### config.mk
export PLATFORM = sky130hd
export DESIGN_NAME = thermo_ctrl
export DESIGN_NICKNAME = d
export VERILOG_FILES = /design/src/rtl/thermo_pkg.sv /design/src/rtl/thermo_thresh.sv /design/src/rtl/thermo_fsm.sv /design/src/rtl/thermo_ctrl.sv
export SDC_FILE = /design/constraint.sdc
export NUM_CORES = 1
export LEC_CHECK = 0
export BUFFER_PORTS_ARGS = -buffer_cell sky130_fd_sc_hd__buf_2
export CAP_MARGIN = 20
export CORE_MARGIN = 1
export CORE_UTILIZATION = 23
export CTS_CLUSTER_DIAMETER = 200
export CTS_CLUSTER_SIZE = 12
export DETAILED_ROUTE_END_ITERATION = 10
export SYNTH_ARGS = -nofsm -noshare
export SYNTH_HDL_FRONTEND = slang
export SYNTH_SLANG_ARGS = --single-unit
### constraint.sdc
create_clock -name clk_i -period 3.1 [get_ports clk_i]
set_input_delay 0.465 -clock clk_i [delete_from_list [all_inputs] [get_ports clk_i]]
set_output_delay 0.465 -clock clk_i [all_outputs]
set_load 0.02 [all_outputs]
### src/rtl/thermo_pkg.sv
package thermo_pkg;
  typedef enum logic [1:0] {
    ST_IDLE  = 2'd0,
    ST_RUN   = 2'd1,
    ST_REST  = 2'd2,
    ST_LEAVE = 2'd3
  } thermo_state_e;

  typedef enum logic {
    MODE_HEAT = 1'b0,
    MODE_COOL = 1'b1
  } thermo_mode_e;
endpackage

### src/rtl/thermo_thresh.sv
module thermo_thresh #(
  parameter int unsigned DW = 8
) (
  input  logic [DW-1:0] temp_i,
  input  logic [DW-1:0] setpoint_i,
  input  logic [DW-1:0] hyst_i,
  output logic          at_or_above_sp_o,
  output logic          at_or_below_sp_o,
  output logic          under_low_o,
  output logic          over_high_o
);
  localparam logic [DW-1:0] MAX_VAL = {DW{1'b1}};

  logic [DW-1:0] low_thr;
  logic [DW:0]   sum_w;
  logic [DW-1:0] high_thr;

  // saturating band edges
  always_comb begin
    low_thr  = (setpoint_i > hyst_i) ? (setpoint_i - hyst_i) : '0;
    sum_w    = {1'b0, setpoint_i} + {1'b0, hyst_i};
    high_thr = sum_w[DW] ? MAX_VAL : sum_w[DW-1:0];
  end

  assign at_or_above_sp_o = temp_i >= setpoint_i;
  assign at_or_below_sp_o = temp_i <= setpoint_i;
  assign under_low_o      = temp_i <  low_thr;
  assign over_high_o      = temp_i >  high_thr;
endmodule

### src/rtl/thermo_fsm.sv
module thermo_fsm
  import thermo_pkg::*;
(
  input  logic          clk_i,
  input  logic          rst_ni,
  input  logic          mode_i,
  input  logic          start_i,
  input  logic          exit_i,
  input  logic          at_or_above_sp_i,
  input  logic          at_or_below_sp_i,
  input  logic          under_low_i,
  input  logic          over_high_i,
  output thermo_state_e state_o,
  output thermo_mode_e  mode_o
);
  thermo_state_e state_q, state_d;
  thermo_mode_e  mode_q, mode_d;
  logic          target_hit, resume;

  always_comb begin
    target_hit = (mode_q == MODE_HEAT) ? at_or_above_sp_i : at_or_below_sp_i;
    resume     = (mode_q == MODE_HEAT) ? under_low_i : over_high_i;
  end

  always_comb begin
    state_d = state_q;
    mode_d  = mode_q;
    if (exit_i) begin
      state_d = ST_LEAVE;
    end else begin
      unique case (state_q)
        ST_IDLE: if (start_i) begin
          state_d = ST_RUN;
          mode_d  = thermo_mode_e'(mode_i);
        end
        ST_RUN:   if (target_hit) state_d = ST_REST;
        ST_REST:  if (resume)     state_d = ST_RUN;
        ST_LEAVE: state_d = ST_IDLE;
        default:  state_d = ST_IDLE;
      endcase
    end
  end

  always_ff @(posedge clk_i or negedge rst_ni) begin
    if (!rst_ni) begin
      state_q <= ST_IDLE;
      mode_q  <= MODE_HEAT;
    end else begin
      state_q <= state_d;
      mode_q  <= mode_d;
    end
  end

  assign state_o = state_q;
  assign mode_o  = mode_q;
endmodule

### src/rtl/thermo_ctrl.sv
module thermo_ctrl
  import thermo_pkg::*;
#(
  parameter int unsigned DW = 8
) (
  input  logic          clk_i,
  input  logic          rst_ni,
  input  logic [DW-1:0] temp_i,
  input  logic [DW-1:0] setpoint_i,
  input  logic [DW-1:0] hyst_i,
  input  logic          mode_i,
  input  logic          start_i,
  input  logic          exit_i,
  output logic          heat_o,
  output logic          cool_o,
  output logic          done_o
);
  logic          ge_sp, le_sp, lt_low, gt_high;
  thermo_state_e state;
  thermo_mode_e  mode;

  thermo_thresh #(.DW(DW)) u_thresh (
    .temp_i          (temp_i),
    .setpoint_i      (setpoint_i),
    .hyst_i          (hyst_i),
    .at_or_above_sp_o(ge_sp),
    .at_or_below_sp_o(le_sp),
    .under_low_o     (lt_low),
    .over_high_o     (gt_high)
  );

  thermo_fsm u_fsm (
    .clk_i           (clk_i),
    .rst_ni          (rst_ni),
    .mode_i          (mode_i),
    .start_i         (start_i),
    .exit_i          (exit_i),
    .at_or_above_sp_i(ge_sp),
    .at_or_below_sp_i(le_sp),
    .under_low_i     (lt_low),
    .over_high_i     (gt_high),
    .state_o         (state),
    .mode_o          (mode)
  );

  assign heat_o = (state == ST_RUN) && (mode == MODE_HEAT);
  assign cool_o = (state == ST_RUN) && (mode == MODE_COOL);
  assign done_o = (state == ST_LEAVE);
endmodule

==> summary.txt <==
Global route
  – Total routing usage reported by global routing: 0.121
  – First-pass GRT wire length: 6380 µm
  – Initial antenna violation count: 0
  – Vias in the first global route: 1489
  – Largest net degree at the start of global routing: 10
  – Global route overflow: 0

Routing
  – 1st-pass router iterations: 4
  – Post-DR wirelength/cell: 11.7 µm
  – Drt total wl: 3930 µm
  – ANT nets after route: 0
  – Via count: 1557
  – Via density: 4.63
  – Residual DRC count: 0
  – 1st-iter DRT viols: 32

Worst setup path
  – CP startpoint: hyst_i[0]
  – Highest net fanout along the worst path: 2
  – CP Class: in2reg
  – Worst path slowest cell: or3_4
  – Crit path max-delay family: compound AO/OA/AOI/OAI gates
  – R2R Path Start: u_fsm.mode_o$_DFFE_PN0P_
  – Required time of the worst setup path: 3.20 ns
  – Crit end category: flop
  – RR Endpoint: u_fsm.state_o[1]$_DFFE_PN0P_
  – R2R Setup Slk: 1.72 ns
  – FF-to-FF path depth: 6
  – Setup crit start kind: input pin
  – Crit-path max cell delay: 0.37 ns
  – Crit path arrival time: 3.32 ns
  – Critical Path, Cell by Cell: buf_8 > buf_6 > ha_4 > fa_2 > or2b_1 > a211oi_2 > nor3_2 > buf_4 > or3_4 > ha_4 > o21ai_1 > a21oi_2 > nor3_2 > a221o_1 > a21o_1
  – CP Buf/Inv Count: 3

Power and ir drop
  – Combinational fraction of design power: 0.718
  – Worst vdd ir: 494 µV
  – Power Total: 691 µW
  – LEAKAGE: 1.08 nW
  – Clock share of power: 0.165
  – P_int: 396 µW
  – Total power per unit cell area: 314 nW/µm²
  – Seq pwr share: 0.117
  – Switching share of total power: 0.427
  – P_sw: 295 µW

Place
  – Final Wtd Congestion: 0.811
  – DP Area: 1970 µm²
  – Post-DP HPWL: 3290 µm
  – Buffers on Ports: 31

Min path
  – Hold Crit Class: in2async

Finish
  – Commonest non-fill, non-tap cell in the layout: buf_4
  – Layout Nets: 332
  – Diode count: 0
  – Share of cells above drive strength 1: 0.418
  – Post-route cell area: 2200 µm²
  – Synth-to-layout area growth: 50.9%
  – Most frequent cells in the layout: buf_4 (39), ha_1 (35), buf_2 (29)

Logic synthesis
  – Yosys reg bits: 3
  – Syn_area_per_cell: 7.67 µm²
  – Yosys top cell by area: ha_1
  – Yosys top cell area share: 0.335
  – Post-synthesis sequential area ratio: 0.0515
  – Mapped Cells: 190
  – Synth area leaders: ha_1 (34%), inv_1 (5.9%), a21oi_1 (5.8%)
  – Total of warnings raised by yosys: 0
  – Asr flop ratio synth: 1.00
  – Synth Flop Type: dfrtp_1
  – Post-synth net total: 260
  – Number of synthesized flops with an enable pin: 0
  – Synth unique cells: 44
  – Mapped Area: 1460 µm²

Die
  – Die height: 81.6 µm
  – Core area: 6030 µm²
  – Starting Density: 0.242
  – Ports: 32
  – # rows: 28
  – DIE WIDTH: 81.6 µm
  – Die footprint: 6650 µm²

STA
  – Fin crit period: 3.22 ns
  – Final Hold Vio Count: 0
  – Finish-stage setup viols: 2
  – Slew Viols, Final: 0
  – RSZ-0062 raised after global routing: yes
  – Clock Skews: 0.00151 ns
  – Measured slew at the worst slew-check pin: 0.342 ns
  – Worst setup margin: -0.118 ns
  – Worst slew margin: 0.770
  – Fmax achieved: 0.311 GHz
  – Period utilization: 1.04

Clock network
  – Max H-tree Level: 1
  – Clock Latency Late Sink: 0.22 ns
  – CTS sink cnt: 3
  – Clock tree buffer depth: 2
  – CTS clk-pin slew, worst paths: 0.03 ns
  – CTS root buffer: clkbuf_8
  – Inserted Clock Buffers: 3
  – CTS tree: done

Flow run
  – Max-cap violations: 0

Run status
  – Status: finished, violations left
  – Violated checks: setup timing
## logic make-up after synthesis
family	count (synthesis)	share of synthesized area
xor gates and xnor gates	7	0.0421
adders and majority gates	41	0.363
muxes	2	0.0155
buffers and inverters	27	0.0765
and+or+nand+nor	60	0.216
AOI/OAI and AO/OA	50	0.235
DFF	3	0.0515
## power by group through the flow
stage | registers [mW] | logic, mW | clock network, mW
after floorplan | 0.0721 | 0.277 | 0
after global placement | 0.0799 | 0.426 | 0
after detailed placement | 0.0797 | 0.429 | 0
after CTS | 0.0806 | 0.458 | 0.116
after global routing | 0.0849 | 0.558 | 0.121
final | 0.0807 | 0.496 | 0.114
## sequential cells by signal, indices dropped and copies added, names as in the netlist
signal	count
u_fsm.mode_o	1
u_fsm.state_o	2
## worst max-delay path by stage
stage	depth (start not counted)	to	slack, ns
final	15	u_fsm.state_o[0]$_DFFE_PN0P_	-0.12
after floorplan	15	u_fsm.state_o[0]$_DFFE_PN0P_	-0.04
after global routing	15	u_fsm.state_o[0]$_DFFE_PN0P_	-0.23
after CTS	16	u_fsm.state_o[0]$_DFFE_PN0P_	-0.13
after detailed placement	16	u_fsm.state_o[0]$_DFFE_PN0P_	-0.58
after global placement	16	u_fsm.state_o[0]$_DFFE_PN0P_	-0.58
## synth_stat cells, drive strengths merged (2+ instances only)
cell type and n:
nand3 6, o21bai 2, mux2 2, nor2b 4
xor2 2, nand2b 3, or3 3, nand4 4
buf 3, a221o 2, inv 23, nand2 7
xnor2 5, nor2 19, a211oi 3, nor3b 2
o31ai 3, o21ai 11, a21oi 18, or2b 2
ha 39, fa 2, a21o 4, and3 2
dfrtp 3, nor3 6
## area by class of cell
cell class	instances	area [µm²]
clock buffers	4	45.0
fillers	628	3830
inverters	23	86.3
multi-input cells	160	1420
flip-flops and latches	3	75.1
well taps	75	93.8
repair buffers	71	475
## per-layer routing
metal	track usage	wire (µm)	vias up	share of wire
li1	-	-	822	-
met1	0.143	1690	702	0.43
met2	0.233	2090	31	0.53
met3	0.0133	145	2	0.037
met4	0.0246	11	0	0.0028
met5	0	0	-	0
## metrics by stage
step	TNS [ns]	instances	worst slack, ns	utilization	hold slack, ns
2_1_floorplan	-0.0396	190	-0.0396	-	0.169
3_3_place_gp	-1.02	327	-0.575	0.327	0.261
3_5_place_dp	-1.05	327	-0.576	0.327	0.262
4_1_cts	-0.234	336	-0.135	0.348	0.0341
5_1_grt	-0.426	336	-0.226	0.365	0.0325
6_report	-0.132	336	-0.118	0.365	0.0362
## what timing repair did
| item | CTS | global route |
|---|---|---|
| buffers inserted | 5 | 0 |
| pin swaps | 12 | 6 |
| endpoints found under the setup margin | 2 | 2 |
| resized for setup | 11 | 21 |
| hold buffers | 0 | 0 |
(Power assumes the default switching activity.)
